`config.mk`:
```
export PLATFORM = sky130hd
export DESIGN_NAME = cpu_rate_ctrl
export DESIGN_NICKNAME = d
export VERILOG_FILES = /design/src/rtl/rate_pkg.sv /design/src/rtl/rate_sel_regs.sv /design/src/rtl/rate_strobe_gen.sv /design/src/rtl/acc_len_calc.sv /design/src/rtl/cpu_rate_ctrl.sv
export SDC_FILE = /design/constraint.sdc
export NUM_CORES = 1
export LEC_CHECK = 0
export BUFFER_PORTS_ARGS = -buffer_cell sky130_fd_sc_hd__buf_2
export CORE_MARGIN = 2
export CORE_UTILIZATION = 35
export DETAILED_ROUTE_END_ITERATION = 8
export PLACE_DENSITY = 0.69
export SYNTH_ARGS = -nofsm -noshare
export SYNTH_HDL_FRONTEND = slang
export SYNTH_HIERARCHICAL = 1
export SYNTH_SLANG_ARGS = --single-unit
```
`constraint.sdc`:
```
create_clock -name clk -period 4.7 [get_ports clk]
set_input_delay 1.41 -clock clk [delete_from_list [all_inputs] [get_ports clk]]
set_output_delay 1.41 -clock clk [all_outputs]
set_load 0.005 [all_outputs]
```
`src/rtl/rate_pkg.sv`:
```
package rate_pkg;
  // Speed code to divider exponent; codes above the limit saturate.
  function automatic int unsigned sat_shift(int unsigned code, int unsigned max_sh);
    return (code > max_sh) ? max_sh : code;
  endfunction
endpackage

```
`src/rtl/rate_sel_regs.sv`:
```
module rate_sel_regs #(
  parameter int SEL_W = 3
) (
  input  logic             clk,
  input  logic             rst_n,
  input  logic             sel_wr,
  input  logic [SEL_W-1:0] sel_wdata,
  input  logic             bus_end,
  output logic [SEL_W-1:0] act_sel,
  output logic             restart
);
  logic [SEL_W-1:0] pend_q, pend_d;
  logic [SEL_W-1:0] act_q, act_d;

  always_comb begin
    pend_d = pend_q;
    if (sel_wr) pend_d = sel_wdata;
    act_d = act_q;
    if (bus_end) act_d = pend_q;
  end

  always_ff @(posedge clk or negedge rst_n) begin
    if (!rst_n) begin
      pend_q <= '0;
      act_q  <= '0;
    end else begin
      pend_q <= pend_d;
      act_q  <= act_d;
    end
  end

  assign act_sel = act_q;
  assign restart = bus_end && (pend_q != act_q);

  // no bus-cycle end, no change of the active code
  a_r2_hold_until_end: assert property (@(posedge clk) disable iff (!rst_n)
    !bus_end |=> $stable(act_q));
  // on a bus-cycle end the old pending value becomes active
  a_r3_switch_at_end: assert property (@(posedge clk) disable iff (!rst_n)
    bus_end |=> act_q == $past(pend_q));
endmodule

```
`src/rtl/rate_strobe_gen.sv`:
```
module rate_strobe_gen #(
  parameter int MAX_SHIFT = 5,
  parameter int SHW       = 3
) (
  input  logic           clk,
  input  logic           rst_n,
  input  logic [SHW-1:0] shift,
  input  logic           restart,
  output logic           ce
);
  localparam int CNT_W = (MAX_SHIFT < 1) ? 1 : MAX_SHIFT;

  logic [CNT_W-1:0] cnt_q, cnt_d;
  logic [CNT_W:0]   span;
  logic [CNT_W-1:0] mask;

  always_comb begin
    span = ({{CNT_W{1'b0}}, 1'b1} << shift) - {{CNT_W{1'b0}}, 1'b1};
    mask = span[CNT_W-1:0];
    ce   = ((cnt_q & mask) == mask);
    cnt_d = restart ? '0 : cnt_q + 1'b1;
  end

  always_ff @(posedge clk or negedge rst_n) begin
    if (!rst_n) cnt_q <= '0;
    else        cnt_q <= cnt_d;
  end

  // full speed enables every cycle
  a_r5_full_speed: assert property (@(posedge clk) disable iff (!rst_n)
    (shift == '0) |-> ce);
  // in divided mode a pulse is never two cycles wide
  a_r4_single_pulse: assert property (@(posedge clk) disable iff (!rst_n)
    (ce && shift != '0 && !restart) |=> !ce);
  // after a rate change the first divided cycle carries no pulse
  a_r6_restart_low: assert property (@(posedge clk) disable iff (!rst_n)
    restart |=> (shift == '0 || !ce));
endmodule

```
`src/rtl/acc_len_calc.sv`:
```
module acc_len_calc #(
  parameter int STATE_W   = 8,
  parameter int MAX_SHIFT = 5,
  parameter int SHW       = 3
) (
  input  logic [STATE_W-1:0]           states,
  input  logic [SHW-1:0]               shift,
  output logic [STATE_W+MAX_SHIFT-1:0] cycles
);
  localparam int OUT_W = STATE_W + MAX_SHIFT;

  always_comb begin
    cycles = OUT_W'(states) << shift;
  end
endmodule

```
`src/rtl/cpu_rate_ctrl.sv`:
```
module cpu_rate_ctrl #(
  parameter int SEL_W     = 3,
  parameter int MAX_SHIFT = 5,
  parameter int STATE_W   = 8
) (
  input  logic                         clk,
  input  logic                         rst_n,
  input  logic                         sel_wr,
  input  logic [SEL_W-1:0]             sel_wdata,
  input  logic                         bus_end,
  input  logic [STATE_W-1:0]           acc_states,
  output logic                         master_ce,
  output logic                         periph_ce,
  output logic [SEL_W-1:0]             active_sel,
  output logic [STATE_W+MAX_SHIFT-1:0] acc_cycles
);
  import rate_pkg::*;

  localparam int SHW = $clog2(MAX_SHIFT + 1);

  logic [1:0]     rst_sync_q;
  logic           rst_i_n;
  logic           restart;
  logic [SHW-1:0] shift;

  // asynchronous assertion, synchronous release
  always_ff @(posedge clk or negedge rst_n) begin
    if (!rst_n) rst_sync_q <= '0;
    else        rst_sync_q <= {rst_sync_q[0], 1'b1};
  end
  assign rst_i_n = rst_sync_q[1];

  rate_sel_regs #(.SEL_W(SEL_W)) u_regs (
    .clk(clk), .rst_n(rst_i_n), .sel_wr(sel_wr), .sel_wdata(sel_wdata),
    .bus_end(bus_end), .act_sel(active_sel), .restart(restart)
  );

  always_comb begin
    shift = SHW'(sat_shift(int'(active_sel), MAX_SHIFT));
  end

  rate_strobe_gen #(.MAX_SHIFT(MAX_SHIFT), .SHW(SHW)) u_strobe (
    .clk(clk), .rst_n(rst_i_n), .shift(shift), .restart(restart), .ce(master_ce)
  );

  acc_len_calc #(.STATE_W(STATE_W), .MAX_SHIFT(MAX_SHIFT), .SHW(SHW)) u_calc (
    .states(acc_states), .shift(shift), .cycles(acc_cycles)
  );

  assign periph_ce = rst_i_n | ~rst_i_n;

  // an internal reset leaves full speed on the next edge
  a_r10_reset_full_speed: assert property (@(posedge clk)
    $fell(rst_i_n) |=> (active_sel == '0));
endmodule

```
==> results_dict.tcl <==
set metrics [dict create \
    outcome "completed" \
    hold_buffers 0 \
    hold_ws_ns 0.1701 \
    postLayoutCoreUtil_pct 44.55 \
    maxCapViolCount 0 \
    yosys.area.top_type_share_pct 36.72 \
    power.density_nw_per_um2 336.0 \
    die_height_um 54.31 \
    period_minus_slack_ns 3.698 \
    antenna_left 0 \
    grt_max_degree 19 \
    r2r-start "u_regs/act_sel[2]$_DFFE_PN0P_" \
    portBuffers 31 \
    final_area_um2 1084 \
    highest_layer "met4" \
    grt_pass1_wl_um 2780 \
    core_um2 2432 \
    syn_to_final_growth_pct 22.32 \
    synth_flop_cell "dfrtp_1" \
    drtIter0Drc 5 \
    drt_first_pass_iters 3 \
    met2_length_um 846 \
    viasPerCell 4.952 \
    synth-seq-cells 13 \
    finalSetupViolCount 0 \
    grtUsageTotal_pct 12.87 \
    numCtsBuffers 3 \
    worst_slack_ns 1.002 \
    clk_path_buf_depth 2 \
    drt-wirelength-per-cell_um 12.05 \
    crit_type "in -> out" \
    min_period_over_period_pct 78.68 \
    syn_area_per_cell_um2 10.55 \
    clk_pin_slew_worst_paths_ns 0.07 \
    fin_skew_ns 0.001101 \
    endpoint_kind "output port" \
    num-nets-final 133 \
    peakVddDrop_mv 0.2011 \
    rrSetupSlack_ns 3.34 \
    synth_top_cell_by_area "dfrtp_1" \
    path_max_fanout 3 \
    drive_above_1_share_pct 38.79 \
    tns_ns 0 \
    slew_headroom_pct 59.45 \
    place.gp.congestion 0.6608 \
    ctsResizeCount 0 \
    tightest_slew_ns 0.6083 \
    required_ns 3.29 \
    hold_class "reg -> async" \
    placed_cell_area_um2 1057 \
    synth_cells 84 \
    route.vias.total 723 \
    fill_cells 242 \
    yosys_warnings 6 \
    boundaryPins 33 \
    synth_area_leaders "dfrtp_1 (37%), mux2i_1 (11%), mux2_1 (6.4%), mux2_2 (5.1%), mux2_4 (5.1%)" \
    die_area_um2 2950 \
    finalHoldViolCount 0 \
    synth.top_cells.by_count "dfrtp_1 (13), mux2i_1 (10), nor2_1 (8), mux2_1 (5), xor2_1 (5)" \
    syn-cell-area_um2 885.9 \
    critPathArrivalTime_ns 2.29 \
    routed_wl_um 1760 \
    grt_overflow 0 \
    reg2reg_to "u_strobe/cnt_q[1]$_DFF_PN0_" \
    hpwl_um 1402 \
    wl_met3_um 143 \
    yosysMostFrequentCell "dfrtp_1" \
    root_buffer "clkbuf_4" \
    maxSlewViolCount 0 \
    clk_latency_ns 0.27 \
    seq_area_frac_synth_pct 36.72 \
    reg2regPathDepth 3 \
    rsz0062_at_grt "false" \
    drc_errors 0 \
    cts_sinks 13 \
    die_x_um 54.31 \
    first_global_vias 673 \
    n_antenna_cell 0 \
    antenna_found_initial 0 \
    htree_levels 1 \
    start_kind "input port" \
    pre_cts_slack_ns 0.9910 \
    fp-row-count 18 \
    yosys.cell_types.count 34 \
    tritoncts "built" \
    clock.fmax_mhz 270.4 \
    cts_setup_buffers 0 \
    wl_met1_um 754 \
    p_leak_nw 0.5564 \
    synth_edf_count 0 \
    ys_async_sr_fraction_pct 100.0 \
    initial_core_util_pct 36.42 \
]
==> placed cells by master, fill, tap and decap left out, drive strengths merged, types with 2 or more instances in the layout <==
cell and count:
o22ai 3, nor3 2, nand4 2, nand2b 2, mux2 12, nor2b 2, conb 2, buf 32
nand3 2, dfrtp 13, mux2i 11, xor2 5, clkbuf 4, inv 2, nor2 9, o21ai 2
==> cell type report <==
cell class	instances	area (µm²)	area share, %
Tap cell	30	37.54	3.464
Multi-Input combinational cell	65	524.3	48.38
Timing Repair Buffer	32	162.7	15.01
Inverter	2	7.507	0.6928
Sequential cell	13	325.3	30.02
Clock buffer	4	26.28	2.425
==> flip-flops by register name (all words and copies together), names as in the netlist <==
register and cells:
rst_sync_q 2, u_regs/pend_q 3, u_regs/act_sel 3, u_strobe/cnt_q 5
==> kinds of logic after synthesis <==
| family | Yosys count | share of synthesized area, % |
|---|---|---|
| adder cells (fa/ha/maj) | 1 | 1.412 |
| XOR/XNOR | 6 | 5.932 |
| multiplexers | 23 | 29.38 |
| other | 1 | 0.4233 |
| flip-flops | 13 | 36.72 |
| AND/OR/NAND/NOR | 23 | 13.70 |
| AO/OA/AOI/OAI | 10 | 7.910 |
| buffers and inverters | 7 | 4.520 |
==> per-layer routing <==
layer  global-route usage [%]  vias to the layer above
met5                        0                        -
li1                         -                      362
met2                    23.09                       30
met4                    6.250                        0
met3                    1.913                        2
met1                    14.80                      329
==> stage by stage <==
stage          cells  power, mW
2_1_floorplan     85     0.2520
3_5_place_dp     142     0.3020
3_3_place_gp     142     0.2976
6_report         146     0.3641
4_1_cts          146     0.3705
5_1_grt          146     0.3966
==> how the worst max path moves through the flow <==
stage                                  startpoint            end  slack (ns)  cells after the start
finish                              acc_states[6]  acc_cycles[7]        1.00                      5
global placement                    acc_states[2]  acc_cycles[5]        1.02                      5
global route        u_regs/act_sel[2]$_DFFE_PN0P_  acc_cycles[8]        0.89                      5
floorplan                           acc_states[1]  acc_cycles[8]        1.35                      3
CTS                                 acc_states[6]  acc_cycles[7]        0.99                      5
detailed placement                  acc_states[6]  acc_cycles[7]        0.99                      5
==> power by group <==
part	internal (mW)	switching, mW
sequential	0.127	0.0236
combinational	0.0787	0.0689
clock	0.0329	0.0331
total	0.239	0.126
==> critical path, stage by stage <==
cell	delay, ns
buf_2	0.11
mux2_4	0.28
mux2i_1	0.23
mux2i_1	0.11
buf_2	0.15
No activity file was read; power rests on OpenSTA's default activity.
